File: src/rtl/hub_rst_pkg.sv
package hub_rst_pkg;
  typedef enum logic [2:0] {
    ST_HOLD,
    ST_STAB,
    ST_CFG,
    ST_PREATT,
    ST_LIVE
  } seq_state_e;

  localparam int PORT_FW = 4;
  localparam logic [PORT_FW-1:0] PORT_NEG = 4'b1100;
endpackage

File: src/rtl/hrs_pin_filter.sv
module hrs_pin_filter #(
  parameter int FILT_US = 1
) (
  input  logic clk,
  input  logic rst_n,
  input  logic pin_n,
  input  logic tick,
  output logic pin_high,
  output logic rst_act
);
  localparam int FT  = FILT_US + 1;
  localparam int CW  = $clog2(FT + 1);

  logic       s1_q, s2_q;
  logic [CW-1:0] cnt_q;
  logic       act_q;

  always_ff @(posedge clk or negedge rst_n) begin
    if (!rst_n) begin
      s1_q <= 1'b0;
      s2_q <= 1'b0;
    end else begin
      s1_q <= pin_n;
      s2_q <= s1_q;
    end
  end

  always_ff @(posedge clk or negedge rst_n) begin
    if (!rst_n) begin
      cnt_q <= '0;
      act_q <= 1'b0;
    end else if (s2_q) begin
      cnt_q <= '0;
      act_q <= 1'b0;
    end else if (tick && !act_q) begin
      if (cnt_q == CW'(FT - 1)) act_q <= 1'b1;
      else                      cnt_q <= cnt_q + 1'b1;
    end
  end

  assign pin_high = s2_q;
  assign rst_act  = act_q;

  AST_ACT_NEEDS_LOW: assert property (@(posedge clk) disable iff (!rst_n)
    $rose(act_q) |-> !$past(s2_q));
endmodule

File: src/rtl/hrs_timer.sv
module hrs_timer #(
  parameter int W = 16
) (
  input  logic         clk,
  input  logic         rst_n,
  input  logic         load,
  input  logic [W-1:0] load_val,
  input  logic         tick,
  output logic [W-1:0] cnt,
  output logic         expired
);
  logic [W-1:0] cnt_q;

  always_ff @(posedge clk or negedge rst_n) begin
    if (!rst_n)                     cnt_q <= '0;
    else if (load)                  cnt_q <= load_val;
    else if (tick && cnt_q != '0)   cnt_q <= cnt_q - 1'b1;
  end

  assign cnt     = cnt_q;
  assign expired = (cnt_q == '0);
endmodule

File: src/rtl/hrs_busrst.sv
module hrs_busrst
  import hub_rst_pkg::*;
#(
  parameter int N_PORTS = 4
) (
  input  logic                         clk,
  input  logic                         rst_n,
  input  logic                         live,
  input  logic                         bus_reset,
  input  logic                         suspended,
  input  logic [PORT_FW*N_PORTS-1:0]   port_ctl_i,
  output logic                         addr_clr,
  output logic                         cfg_clr,
  output logic                         tt_clr,
  output logic                         resume,
  output logic [PORT_FW*N_PORTS-1:0]   port_ctl_o
);
  localparam int PW = PORT_FW * N_PORTS;

  logic br_q;
  logic rise;
  logic pulse_q, resume_q;
  logic [N_PORTS-1:0] mask_q;
  logic [PW-1:0] neg_all;

  assign rise = bus_reset && !br_q && live;

  always_ff @(posedge clk or negedge rst_n) begin
    if (!rst_n) begin
      br_q     <= 1'b0;
      pulse_q  <= 1'b0;
      resume_q <= 1'b0;
    end else begin
      br_q     <= bus_reset;
      pulse_q  <= rise;
      resume_q <= rise && suspended;
    end
  end

  genvar p;
  generate
    for (p = 0; p < N_PORTS; p++) begin : g_port
      logic [PORT_FW-1:0] fin;
      assign fin = port_ctl_i[p*PORT_FW +: PORT_FW];

      always_ff @(posedge clk or negedge rst_n) begin
        if (!rst_n)                         mask_q[p] <= 1'b0;
        else if (!live)                     mask_q[p] <= 1'b0;
        else if (rise)                      mask_q[p] <= 1'b1;
        else if ((fin & PORT_NEG) == '0)    mask_q[p] <= 1'b0;
      end

      assign port_ctl_o[p*PORT_FW +: PORT_FW] =
        mask_q[p] ? (fin & ~PORT_NEG) : fin;
      assign neg_all[p*PORT_FW +: PORT_FW] = PORT_NEG;
    end
  endgenerate

  assign addr_clr = pulse_q;
  assign cfg_clr  = pulse_q;
  assign tt_clr   = pulse_q;
  assign resume   = resume_q;

  AST_PULSE_SINGLE: assert property (@(posedge clk) disable iff (!rst_n)
    addr_clr |=> !addr_clr);
  AST_ONLY_LIVE: assert property (@(posedge clk) disable iff (!rst_n)
    addr_clr |-> $past(live));
  AST_PORT_NEG: assert property (@(posedge clk) disable iff (!rst_n)
    addr_clr |-> ((port_ctl_o & neg_all) == '0));
  AST_RESUME_SUSP: assert property (@(posedge clk) disable iff (!rst_n)
    resume |-> ($past(suspended) && addr_clr));
endmodule

File: src/rtl/hrs_req_wdog.sv
module hrs_req_wdog #(
  parameter int REQ_TMO_US = 5000
) (
  input  logic clk,
  input  logic rst_n,
  input  logic enable,
  input  logic tick,
  input  logic req_valid,
  input  logic req_ready,
  output logic timeout
);
  localparam int CW = $clog2(REQ_TMO_US + 1);

  logic          pend;
  logic [CW-1:0] cnt_q;

  assign pend = enable && req_valid && !req_ready;

  always_ff @(posedge clk or negedge rst_n) begin
    if (!rst_n)                                  cnt_q <= '0;
    else if (!pend)                              cnt_q <= '0;
    else if (tick && cnt_q != CW'(REQ_TMO_US))   cnt_q <= cnt_q + 1'b1;
  end

  assign timeout = pend && (cnt_q == CW'(REQ_TMO_US));

  AST_TMO_PENDING: assert property (@(posedge clk) disable iff (!rst_n)
    $rose(timeout) |-> $past(req_valid && enable));
endmodule

File: src/rtl/hub_rst_seq.sv
module hub_rst_seq
  import hub_rst_pkg::*;
#(
  parameter int N_PORTS    = 4,
  parameter int FILT_US    = 1,
  parameter int STAB_US    = 500,
  parameter int CFG_MIN_US = 20000,
  parameter int CFG_MAX_US = 50000,
  parameter int ATTACH_US  = 1000,
  parameter int REQ_TMO_US = 5000
) (
  input  logic                       clk,
  input  logic                       rst_n,
  input  logic                       hw_reset_n,
  input  logic                       us_tick,
  input  logic                       cfg_done,
  input  logic                       bus_reset,
  input  logic                       suspended,
  input  logic [4*N_PORTS-1:0]       port_ctl_i,
  input  logic                       req_valid,
  input  logic                       req_ready,
  output logic                       attach,
  output logic                       addr_clr,
  output logic                       cfg_clr,
  output logic                       tt_clr,
  output logic                       resume,
  output logic [4*N_PORTS-1:0]       port_ctl_o,
  output logic                       req_timeout
);
  localparam int M1    = (STAB_US > ATTACH_US) ? STAB_US : ATTACH_US;
  localparam int MAXV  = (CFG_MAX_US > M1) ? CFG_MAX_US : M1;
  localparam int TW    = $clog2(MAXV + 1);
  localparam int MIN_LEFT = CFG_MAX_US - CFG_MIN_US;

  seq_state_e state_q, nxt;
  logic pin_high, rst_act;
  logic load;
  logic [TW-1:0] load_val, tcnt;
  logic tmr_expired;
  logic done_seen_q;
  logic min_ok;
  logic live;

  hrs_pin_filter #(.FILT_US(FILT_US)) u_filt (
    .clk(clk), .rst_n(rst_n), .pin_n(hw_reset_n), .tick(us_tick),
    .pin_high(pin_high), .rst_act(rst_act)
  );

  hrs_timer #(.W(TW)) u_tmr (
    .clk(clk), .rst_n(rst_n), .load(load), .load_val(load_val),
    .tick(us_tick), .cnt(tcnt), .expired(tmr_expired)
  );

  assign min_ok = (tcnt <= TW'(MIN_LEFT));

  always_comb begin
    nxt = state_q;
    unique case (state_q)
      ST_HOLD:   if (!rst_act && pin_high) nxt = ST_STAB;
      ST_STAB:   if (tmr_expired) nxt = ST_CFG;
      ST_CFG:    if (tmr_expired || ((done_seen_q || cfg_done) && min_ok))
                   nxt = ST_PREATT;
      ST_PREATT: if (tmr_expired) nxt = ST_LIVE;
      ST_LIVE:   nxt = ST_LIVE;
      default:   nxt = ST_HOLD;
    endcase
    if (rst_act) nxt = ST_HOLD;
  end

  assign load = (nxt != state_q);

  always_comb begin
    unique case (nxt)
      ST_STAB:   load_val = TW'(STAB_US);
      ST_CFG:    load_val = TW'(CFG_MAX_US);
      ST_PREATT: load_val = TW'(ATTACH_US);
      default:   load_val = '0;
    endcase
  end

  always_ff @(posedge clk or negedge rst_n) begin
    if (!rst_n) state_q <= ST_HOLD;
    else        state_q <= nxt;
  end

  always_ff @(posedge clk or negedge rst_n) begin
    if (!rst_n)                              done_seen_q <= 1'b0;
    else if (load)                           done_seen_q <= 1'b0;
    else if (state_q == ST_CFG && cfg_done)  done_seen_q <= 1'b1;
  end

  assign live   = (state_q == ST_LIVE);
  assign attach = live;

  hrs_busrst #(.N_PORTS(N_PORTS)) u_brst (
    .clk(clk), .rst_n(rst_n), .live(live), .bus_reset(bus_reset),
    .suspended(suspended), .port_ctl_i(port_ctl_i),
    .addr_clr(addr_clr), .cfg_clr(cfg_clr), .tt_clr(tt_clr),
    .resume(resume), .port_ctl_o(port_ctl_o)
  );

  hrs_req_wdog #(.REQ_TMO_US(REQ_TMO_US)) u_wdog (
    .clk(clk), .rst_n(rst_n), .enable(live), .tick(us_tick),
    .req_valid(req_valid), .req_ready(req_ready), .timeout(req_timeout)
  );

  AST_HWRST_DROP: assert property (@(posedge clk) disable iff (!rst_n)
    rst_act |=> !attach);
  AST_ATTACH_ENTRY: assert property (@(posedge clk) disable iff (!rst_n)
    $rose(attach) |-> $past(state_q == ST_PREATT && tmr_expired));
  AST_CFG_EARLY_EXIT: assert property (@(posedge clk) disable iff (!rst_n)
    (state_q == ST_CFG && nxt == ST_PREATT && !tmr_expired) |-> min_ok);
  AST_STAB_TO_CFG: assert property (@(posedge clk) disable iff (!rst_n)
    (state_q == ST_STAB && !rst_act && !tmr_expired) |=> state_q == ST_STAB);
endmodule

File: config.mk
export PLATFORM = sky130hd
export DESIGN_NAME = hub_rst_seq
export DESIGN_NICKNAME = d
export VERILOG_FILES = /design/src/rtl/hub_rst_pkg.sv /design/src/rtl/hrs_pin_filter.sv /design/src/rtl/hrs_timer.sv /design/src/rtl/hrs_busrst.sv /design/src/rtl/hrs_req_wdog.sv /design/src/rtl/hub_rst_seq.sv
export SDC_FILE = /design/constraint.sdc
export NUM_CORES = 1
export LEC_CHECK = 0
export CORE_MARGIN = 1.5
export CORE_UTILIZATION = 55
export DETAILED_ROUTE_END_ITERATION = 12
export DONT_BUFFER_PORTS = 1
export PLACE_DENSITY = 0.71
export SYNTH_ARGS = -nofsm -noshare
export SYNTH_HDL_FRONTEND = slang
export SYNTH_SLANG_ARGS = --single-unit
export TNS_END_PERCENT = 50
File: constraint.sdc
create_clock -name clk -period 6.3 [get_ports clk]
set_input_delay 1.575 -clock clk [delete_from_list [all_inputs] [get_ports clk]]
set_output_delay 1.575 -clock clk [all_outputs]
set_load 0.01 [all_outputs]
Yosys cells after proc, flatten, opt, wreduce, memory -nomap -nowiden
Index checks and enable logic that the tools add are counted.
- bits in read-only memories: 0
- memories kept: 0
- input bits: 25
- RAM bits: 0
- output and inout port bits: 22
- word-level logic and storage cells: 101
- bits in latches: 0
- bits in registers: 45
- bitwise gates (word level): 0
- muxes and demuxes: 35
- $add $sub $neg: 3
- equal/unequal tests: 17
- div/mod/pow operators: 0
- reductions and logical operators: 30
- shifts and indexed selects: 0
- multipliers: 0
- order comparisons: 1
- operator list (operator ; count):
    one-hot mux 16 bit (3 select lines) ; 1
    two-way mux 16 bit ; 2
    two-way mux 13 bit ; 2
    two-way mux 1 bit ; 17
    less-or-equal comparator 16 x 15 -> 1 bit, second input constant ; 1
    logical NOT 16 bit ; 1
    logical NOT 4 bit ; 4
    two-way mux 4 bit ; 4
    nonzero test 16 bit ; 1
    subtractor 16 x 1 -> 16 bit, second input constant ; 1
    two-way mux 3 bit ; 5
    one-hot mux 3 bit (5 select lines) ; 1
    adder 13 x 1 -> 13 bit, second input constant ; 1
    == test 13 bit, second input constant ; 1
    inequality test 13 bit, second input constant ; 1
    == test 3 x 2 -> 1 bit, second input constant ; 4
    logical AND 1 bit ; 12
    inequality test 3 bit, second input constant ; 4
    nonzero test 2 bit ; 4
    == test 3 x 1 -> 1 bit, second input constant ; 2
    two-way mux 2 bit ; 3
    AND reduction 2 bit ; 2
    == test 3 bit, second input constant ; 1
    logical NOT 1 bit ; 3
    other kinds (7) ; 8

Logic depth before layout (Yosys ltp)
Gate-level depths: netlist of run 1.
- word-level depth: 9
- mapped depth: 9
- mapped depth without buffers: 8

Cells and area by module
Synthesis of run 1 repeated with hierarchy kept, for this count alone.
- cell total of the unflattened synthesis: 312
- area, all modules: 2841.5 µm²
- by module, submodules not included (module ; times used ; sequential area each (µm²) ; area each (µm²) ; cells each):
    hrs_timer ; 1 ; 400.4 ; 1063.5 ; 124
    hrs_req_wdog ; 1 ; 325.3 ; 770.7 ; 79
    hub_rst_seq ; 1 ; 100.1 ; 431.7 ; 57
    hrs_busrst ; 1 ; 175.2 ; 370.4 ; 36
    hrs_pin_filter ; 1 ; 125.1 ; 205.2 ; 16

Worst setup path after synthesis of run 1
No wires, ideal clock.
- path kind: input -> output
- start: input req_ready
- end: output req_timeout
- path buffers: 1
- data required time: 4725 ps
- arrival: 2193 ps
- path slack: 2532 ps
- cell stages on the path: 3
- cells stage by stage: nand3b_1 -> clkbuf_1 -> nor2_1
- word-level cells in the longest chain between the ends: 3
- RTL lines (item ; RTL line ; source):
    from (decl) ; hub_rst_seq.sv:21 ; input logic req_ready,
    logical NOT 1 bit ; hrs_req_wdog.sv:17 ; assign pend = enable && req_valid && !req_ready;
    logical AND 1 bit ; hrs_req_wdog.sv:17 ;
    logical AND 1 bit ; hrs_req_wdog.sv:25 ; assign timeout = pend && (cnt_q == CW'(REQ_TMO_US));
    to (decl) ; hub_rst_seq.sv:28 ; output logic req_timeout
Every way passes these cells.

Worst setup path after layout of run 1
Same ends and word-level chain as after synthesis.

==> results of run 1 <==
[worst paths after layout]
check                                              start                         to  cells after the start
worst max-delay path                           req_ready                req_timeout                      2
worst max register to register  u_tmr.cnt[0]$_DFFE_PN0P_   u_tmr.cnt[7]$_DFFE_PN0P_                      8
min in group asynchronous                          rst_n    u_brst.resume$_DFF_PN0_                      0
max in group asynchronous                          rst_n   u_tmr.cnt[9]$_DFFE_PN0P_                      0
worst min register to register     u_filt.s1_q$_DFF_PN0_  u_filt.pin_high$_DFF_PN0_                      0
worst min-delay path               u_filt.s1_q$_DFF_PN0_  u_filt.pin_high$_DFF_PN0_                      0
[logic make-up after synthesis]
logic type	after synthesis	share of synthesized area, %
and+or+nand+nor	125	26.2
AOI/OAI and AO/OA	49	13.4
DFF	45	42.8
buffers and inverters	33	6.61
xor gates and xnor gates	21	6.99
adders and majority gates	6	2.76
muxes	3	1.19
[sequential cells by signal (all words and copies together), names as in the netlist, 2 cells and up]
name and count:
u_brst.mask_q 4, u_tmr.cnt 16, u_filt.cnt_q 2, state_q 3
u_wdog.cnt_q 13
[metal layers]
metal	GRT usage [%]	vias up	part of all wire, %
li1	-	958	-
met3	6.25	6	7.5
met4	5.87	0	1.1
met1	31.2	929	48
met5	0	-	0
met2	31.1	64	44
[power breakdown]
group          internal, mW  switching [mW]
clock network        0.0910           0.102
logic                 0.157           0.183
registers             0.337          0.0890
total                 0.585           0.374
[final cells by class]
type | count | area, um^2
clock inverters | 2 | 17.5
flip-flops and latches | 45 | 1130
multi-input cells | 204 | 1330
clock buffers | 6 | 82.6
fillers | 403 | 1800
inverters | 13 | 48.8
well taps | 52 | 65.1
[cells in the final DEF, fill, tap and decap left out, types with 3 or more instances in the layout]
| cell | synthesis | layout |
|---|---|---|
| and3_1 | 4 | 4 |
| xnor2_1 | 7 | 7 |
| nand3b_1 | 3 | 3 |
| nand2_1 | 17 | 17 |
| xor2_1 | 14 | 14 |
| ha_1 | 5 | 5 |
| dfrtp_1 | 45 | 45 |
| nor2b_1 | 8 | 8 |
| a21oi_1 | 8 | 8 |
| nor2_1 | 42 | 42 |
| nor3_1 | 9 | 9 |
| inv_1 | 13 | 13 |
| a211oi_1 | 3 | 3 |
| clkbuf_8 | 0 | 6 |
| or3_1 | 3 | 3 |
| o21ai_0 | 14 | 14 |
| nand3_1 | 15 | 15 |
| nand4_1 | 3 | 3 |
[stage by stage]
step | power [mW] | instance area, um^2
4_1_cts | 0.963 | 2670
2_1_floorplan | 0.712 | 2630
3_5_place_dp | 0.768 | 2570
6_report | 0.958 | 2670
5_1_grt | 1.03 | 2670
3_3_place_gp | 0.759 | 2570
==> qor.yml, run 1 <==
max_cap_violations: 0
nNetsFinal: 299
drt_iter0_markers: 139
viasPerCell: 6.08
crit_path_max_incr_delay_ns: 0.42
fin_ws_ns: 2.40
fin_hold_ws_ns: 0.364
tightestPinTransition_ns: 1.02
synthToLayoutAreaGrowth_pct: 1.52
portBuffers: 0
drtPass1Iterations: 4
avgSynthCellArea_um2: 9.33
synth_most_common_cell: "dfrtp_1"
period_share_pct: 61.8
insertion_delay_ns: 0.30
critPathLaunchType: "input port"
drive_gt1_share_pct: 8.89
cts_tree: "built"
rsz0062_at_grt: "false"
grt.overflow.total: 0
globalplace.congestion: 0.856
cts_resized: 0
status: "completed"
ios: 47
syn_area_um2: 2630
die_height_um: 72.2
grt_pass1_wl_um: 8660
power_density_nw_per_um2: 359
ctsHoldBuffers: 0
setup_tns_ns: 0
critPathKind: "in -> out"
slowest_stage: "nand3b_1"
fin_cells: 322
wire_per_inst_um: 15.5
yosys_warnings: 0
final_hold_viol_count: 0
clk_pin_slew_ns: 0.09
dp_slack_ns: 2.38
setup_viol: 0
synth_top_area_cell: "dfrtp_1"
synth_commonest_cells: "45 x dfrtp_1, 42 x nor2_1, 17 x nand2_1"
fmax_mhz: 257
numCtsBuffers: 5
cts_max_level: 2
cp.required_ns: 4.72
antennaDiodeCount: 0
grt_usage_pct: 21.3
path_delay_family: "simple AND/OR/NAND/NOR gates"
min_period_ns: 3.90
postLayoutCoreUtil_pct: 59.7
maxSlewViolCount: 0
synth_edf_count: 0
drt-total-wl_um: 5000
dp_cells: 314
ir_drop_mv: 0.147
regToRegSetupSlack_ns: 3.71
grt_pass1_vias: 1834
post_cts_buffers: 0
worst_clock_skew_ns: 0.00543
core_um2: 4470
synth_nets: 312
cts.sinks: 45
start_util_pct: 58.8
path_buf_inv: 0
yosys_register_bits: 45
clockBufferDepth: 2
p_leak_nw: 1.12
yosys-top-cells-area: "dfrtp_1 43%, nor2_1 6.0%, xor2_1 4.7%"
synthArstFlopShare_pct: 100
final_antenna_net_count: 0
root_buffer: "clkbuf_8"
arrival_ns: 2.32
relSlewSlack_pct: 31.0
hp-class: "reg -> reg"
grt_max_degree: 46
synth.distinct_cells: 59
drc: 0
synth_top_area_share_pct: 42.8
dieArea_um2: 5210
synthFlopType: "dfrtp_1"
hpwlAfterDp_um: 3690
synth-seq-area-share_pct: 42.8
antenna_found_initial: 0
endpoint_kind: "output pin"
worstPathMaxFanout: 14
die_w_um: 72.2
path_cells: "nand3b_1 > nor2_1"
fp-row-count: 24
num_vias: 1957
netlist_instances: 282
Power figures use the tool's default switching activity.
==> run 2, diff against run 1 <==
--- a/config.mk
+++ b/config.mk
@@ -9,7 +9,7 @@
 export CORE_UTILIZATION = 55
 export DETAILED_ROUTE_END_ITERATION = 12
 export DONT_BUFFER_PORTS = 1
-export PLACE_DENSITY = 0.71
+export PLACE_DENSITY = 0.74
 export SYNTH_ARGS = -nofsm -noshare
 export SYNTH_HDL_FRONTEND = slang
 export SYNTH_SLANG_ARGS = --single-unit
==> constraint.sdc (replaced) <==
create_clock -name clk -period 3.5 [get_ports clk]
set_input_delay 0.875 -clock clk [delete_from_list [all_inputs] [get_ports clk]]
set_output_delay 0.875 -clock clk [all_outputs]
set_load 0.01 [all_outputs]
==> run 2 against run 1 <==
Worst hold slack got worse by 0.11 ns. First-iteration DRC count increased by 47%. Clock power increased by 63%. Total power increased by 77%. Clock skew increased by 0.0030 ns. Die area unchanged. Via count decreased by 0.31%. Critical endpoint unchanged. Largest cell class unchanged.
==> qor.yml, run 2 (synthesis results as in run 1) <==
status: "completed"
drc: 0  # unchanged
fmax_mhz: 366
layout_commonest_cell: "dfrtp_1"
slowest_stage: "dfrtp_1"
die_w_um: 72.2  # unchanged
hpwlAfterDp_um: 3730  # +0.96%
clk_pin_slew_ns: 0.09  # about the same
cp.required_ns: 2.62  # -2.10 ns
synthToLayoutAreaGrowth_pct: 1.52  # unchanged
critPathKind: "reg -> out"
insertion_delay_ns: 0.30  # about the same
arrival_ns: 1.86  # -0.46 ns
drt_iter0_markers: 205  # +47%
p_leak_nw: 1.12  # -0.23%
cts_max_level: 2  # unchanged
relSlewSlack_pct: 56.0  # +25 points
drtPass1Iterations: 4  # unchanged
crit_top_cell: "nor2_1"
setup_tns_ns: 0  # unchanged
num_vias: 1951  # -0.31%
antenna_found_initial: 0  # unchanged
maxSlewViolCount: 0  # unchanged
start_util_pct: 58.8  # unchanged
power_density_nw_per_um2: 636  # +77%
min_period_ns: 2.73
cts.sinks: 45  # unchanged
reg2reg_depth: 9  # +1
core_um2: 4470  # unchanged
viasPerCell: 6.04  # -0.62%
largest_reg_flops: 16  # unchanged
grt_pass1_vias: 1741  # -5.1%
multi_input_area_um2: 1330  # unchanged
grt_usage_pct: 20.8  # -0.50 points
nFillCells: 406  # +0.74%
max_cap_violations: 0  # unchanged
nNetsFinal: 301  # +0.67%
wire_per_inst_um: 15.5  # -0.45%
critPathLaunchType: "flip-flop"
final_cell_mix: "45 x dfrtp_1, 42 x nor2_1, 17 x nand2_1"
final_antenna_net_count: 0  # unchanged
grt_pass1_wl_um: 8360  # -3.5%
cp.depth: 6  # +4
regArea_um2: 1130  # unchanged
grt_max_degree: 46  # unchanged
ctsHoldBuffers: 0  # unchanged
post_cts_buffers: 0  # unchanged
hp-class: "in -> async"
dieArea_um2: 5210  # unchanged
portBuffers: 0  # unchanged
worst_clock_skew_ns: 0.00839  # +0.00296 ns
clockBufferDepth: 2  # unchanged
cts_resized: 0  # unchanged
setup_viol: 0  # unchanged
numCtsBuffers: 5  # unchanged
drive_gt1_share_pct: 9.23  # +0.34 points
cts_tree: "built"
tightestPinTransition_ns: 0.651  # -0.370 ns
grt.overflow.total: 0  # unchanged
ios: 47  # unchanged
antennaDiodeCount: 0  # unchanged
crit_path_max_incr_delay_ns: 0.49  # +0.07 ns
path_delay_family: "simple AND/OR/NAND/NOR gates"
worstPathMaxFanout: 14  # unchanged
final_hold_viol_count: 0  # unchanged
root_buffer: "clkbuf_8"
fp-row-count: 24  # unchanged
period_share_pct: 78.0
drt-total-wl_um: 4990  # -0.14%
globalplace.congestion: 0.863  # +0.83%
endpoint_kind: "output pin"
rsz0062_at_grt: "false"
path_buf_inv: 2  # +2
path_cells: "nor2_1 > nand2_1 > inv_1 > nand3b_1 > buf_4 > nor2_1"
ir_drop_mv: 0.298  # +100%
fin_hold_ws_ns: 0.255  # -0.109 ns
die_height_um: 72.2  # unchanged
[run 2: metal layers]
layer | up-vias | part of all wire (%) | GRT usage (%)
met2 | 58 | 44 | 30.7
met5 | - | 0 | 0
met3 | 5 | 6.3 | 5.56
li1 | 960 | - | -
met1 | 928 | 49 | 30.5
met4 | 0 | 0.96 | 5.87
[run 2: area by class of cell]
class,count,share of cell area [%]
clock buffer,5,2.58
clock inverter,2,0.609
inverter,13,1.83
multi-input combinational,204,49.8
sequential,45,42.2
tap,52,2.44
timing repair buffer,2,0.562
[run 2: path summary, 6_finish.rpt]
kind                                           from                      endpoint  slack (ns)
setup / recovery               state_q[0]$_DFF_PN0_                   req_timeout        0.77
hold / removal                                rst_n  u_brst.mask_q[1]$_DFFE_PN0P_        0.26
setup reg to reg           u_tmr.cnt[0]$_DFFE_PN0P_      u_tmr.cnt[7]$_DFFE_PN0P_        1.12
hold reg to reg               u_filt.s1_q$_DFF_PN0_     u_filt.pin_high$_DFF_PN0_        0.36
max in group asynchronous                     rst_n     u_tmr.cnt[13]$_DFFE_PN0P_        3.15
min in group clk              u_filt.s1_q$_DFF_PN0_     u_filt.pin_high$_DFF_PN0_        0.36
[run 2: per-stage QoR]
| stage | setup slack, ns | instance area [um^2] | power [mW] | cells | utilization (%) |
|---|---|---|---|---|---|
| 2_1_floorplan | 1.10 | 2630 | 1.28 | 282 | - |
| 3_3_place_gp | 1.10 | 2580 | 1.37 | 316 | 57.8 |
| 3_5_place_dp | 1.08 | 2580 | 1.39 | 316 | 57.8 |
| 4_1_cts | 0.756 | 2670 | 1.71 | 323 | 59.7 |
| 5_1_grt | 0.615 | 2670 | 1.82 | 323 | 59.7 |
| 6_report | 0.769 | 2670 | 1.70 | 323 | 59.7 |
[run 2: where the power goes]
group	internal (mW)	switching (mW)
logic	0.285	0.332
registers	0.606	0.160
clock network	0.138	0.176
==> run 3, diff against run 2 <==
--- a/config.mk
+++ b/config.mk
@@ -9,7 +9,7 @@
 export CORE_UTILIZATION = 55
 export DETAILED_ROUTE_END_ITERATION = 12
 export DONT_BUFFER_PORTS = 1
-export PLACE_DENSITY = 0.74
+export PLACE_DENSITY = 0.71
 export SYNTH_ARGS = -nofsm -noshare
 export SYNTH_HDL_FRONTEND = slang
 export SYNTH_SLANG_ARGS = --single-unit
==> constraint.sdc (replaced) <==
create_clock -name clk -period 2.8 [get_ports clk]
set_input_delay 0.7 -clock clk [delete_from_list [all_inputs] [get_ports clk]]
set_output_delay 0.7 -clock clk [all_outputs]
set_load 0.01 [all_outputs]
==> run 3 against run 2 <==
Setup slack worse by 0.44 ns. Die area stayed put. Global-route usage is 1.5 points higher. Worst hold slack worse by 0.17 ns. Largest power group unchanged.
==> qor.yml, run 3 (synthesis results as in run 1) <==
status: "completed"
wire_per_inst_um: 15.8  # +2.5%
synthToLayoutAreaGrowth_pct: 2.57
viasPerCell: 6.12  # +1.4%
final_hold_viol_count: 0  # unchanged
path_delay_family: "simple AND/OR/NAND/NOR gates"
ctsHoldBuffers: 0  # unchanged
pwr-share-comb_pct: 35.8  # -0.5 points
nNetsFinal: 302  # +0.33%
num_vias: 1990  # +2.0%
start_util_pct: 58.8  # unchanged
drt_iter0_markers: 151  # -26%
slowest_stage: "dfrtp_1"
drt-total-wl_um: 5150  # +3.1%
cts_max_level: 2  # unchanged
setup_tns_ns: 0  # unchanged
drive_gt1_share_pct: 9.89  # +0.67 points
share_seq_of_total_power_pct: 43.7  # -1.5 points
pwr-share-clk_pct: 20.5  # +2.0 points
path_buf_inv: 1  # -1
globalplace.congestion: 0.871  # +0.87%
portBuffers: 0  # unchanged
period_share_pct: 88.2
rsz0062_at_grt: "false"
arrival_ns: 1.77  # -0.09 ns
clk_pin_slew_ns: 0.09  # about the same
p_sw_mw: 0.846  # +27%
postLayoutCoreUtil_pct: 60.3  # +0.62 points
cts_resized: 0  # unchanged
maxSlewViolCount: 0  # unchanged
grt_max_degree: 46  # unchanged
die_height_um: 72.2  # unchanged
die_w_um: 72.2  # unchanged
root_buffer: "clkbuf_8"
fp-row-count: 24  # unchanged
fmax_mhz: 405
dieArea_um2: 5210  # unchanged
cts.sinks: 45  # unchanged
final_antenna_net_count: 0  # unchanged
p_total_mw: 2.20  # +29%
r2r_end: "u_tmr.cnt[6]$_DFFE_PN0P_"
tightestPinTransition_ns: 0.630  # -0.0209 ns
hp-class: "in -> async"
antennaDiodeCount: 0  # unchanged
clockBufferDepth: 2  # unchanged
worstPathMaxFanout: 4  # -10
layout_commonest_cell: "dfrtp_1"
core_um2: 4470  # unchanged
regToRegSetupSlack_ns: 0.43  # -0.69 ns
reg2reg_depth: 6  # -3
min_period_ns: 2.47
relSlewSlack_pct: 57.6  # +1.6 points
grt_usage_pct: 22.3  # +1.5 points
path_cells: "inv_1 > ha_1 > nand4b_1 > nor4_1 > nand2_1 > nor2_1"
worst_clock_skew_ns: 0.00647  # -0.00192 ns
final_cell_mix: "45 x dfrtp_1, 42 x nor2_1, 17 x nand2_1"
p_leak_nw: 1.14  # +1.8%
critPathLaunchType: "flip-flop"
cts_tree: "built"
drtPass1Iterations: 4  # unchanged
cp.required_ns: 2.10  # -0.52 ns
insertion_delay_ns: 0.30  # about the same
critPathKind: "reg -> out"
r2r-start: "u_filt.rst_act$_DFFE_PN0P_"
grt_pass1_wl_um: 8910  # +6.7%
antenna_found_initial: 0  # unchanged
crit_path_max_incr_delay_ns: 0.41  # -0.08 ns
setup_viol: 0  # unchanged
swShare_pct: 38.5  # -0.90 points
ir_drop_mv: 0.357  # +20%
p_int_mw: 1.35  # +31%
post_cts_buffers: 0  # unchanged
largest_reg_flops: 16  # unchanged
hpwlAfterDp_um: 3740  # +0.15%
power_density_nw_per_um2: 815  # +28%
drc: 0  # unchanged
grt_pass1_vias: 1865  # +7.1%
endpoint_kind: "output pin"
numCtsBuffers: 5  # unchanged
max_cap_violations: 0  # unchanged
ios: 47  # unchanged
grt.overflow.total: 0  # unchanged
run 3: through the flow:
step                      instances  hold WS [ns]  setup slack, ns  cell area, um^2
after global routing            325        0.0634            0.205             2700
after detailed placement        317         0.335            0.449             2590
final                           325        0.0851            0.332             2700
after floorplan                 282         0.331            0.580             2630
after global placement          317         0.337            0.496             2590
after CTS                       325        0.0696            0.339             2700
run 3: cell type report:
cell class	count	area, um^2
timing repair buffer	3	22.5
fill	373	1780
clock inverter	1	8.76
multi-input combinational	204	1330
tap	52	65.1
sequential	45	1130
clock buffer	7	96.3
inverter	13	48.8
run 3: worst max-delay path by stage:
stage / start / end / slack [ns] / cells after the start
2_1_floorplan: state_q[0]$_DFF_PN0_ / req_timeout / 0.58 / 7
3_3_place_gp: u_tmr.cnt[11]$_DFFE_PN0P_ / u_tmr.cnt[6]$_DFFE_PN0P_ / 0.50 / 6
3_5_place_dp: u_tmr.cnt[0]$_DFFE_PN0P_ / u_tmr.cnt[6]$_DFFE_PN0P_ / 0.45 / 8
4_1_cts: u_wdog.cnt_q[0]$_DFFE_PN0P_ / req_timeout / 0.34 / 6
5_1_grt: u_tmr.cnt[0]$_DFFE_PN0P_ / u_tmr.cnt[7]$_DFFE_PN0P_ / 0.21 / 7
6_report: u_wdog.cnt_q[0]$_DFFE_PN0P_ / req_timeout / 0.33 / 6
run 3: routing by layer:
metal  routed length [um]  GRT usage (%)
met3                  384           4.86
met4                   86           8.81
met2                 2170           33.1
met5                    0              0
met1                 2510           32.1
run 3: worst reg2reg max path: cells and delay by family (launching register included):
kind,cells,cell delay (ns)
simple gates,3,1.10
compound gates,3,0.70
flops,1,0.50
run 3: power groups by stage:
stage | registers (mW) | clock network, mW | logic, mW
floorplan | 0.869 | 0 | 0.732
global placement | 0.957 | 0 | 0.761
detailed placement | 0.963 | 0 | 0.782
CTS | 0.953 | 0.463 | 0.785
global route | 0.980 | 0.489 | 0.879
finish | 0.959 | 0.450 | 0.788
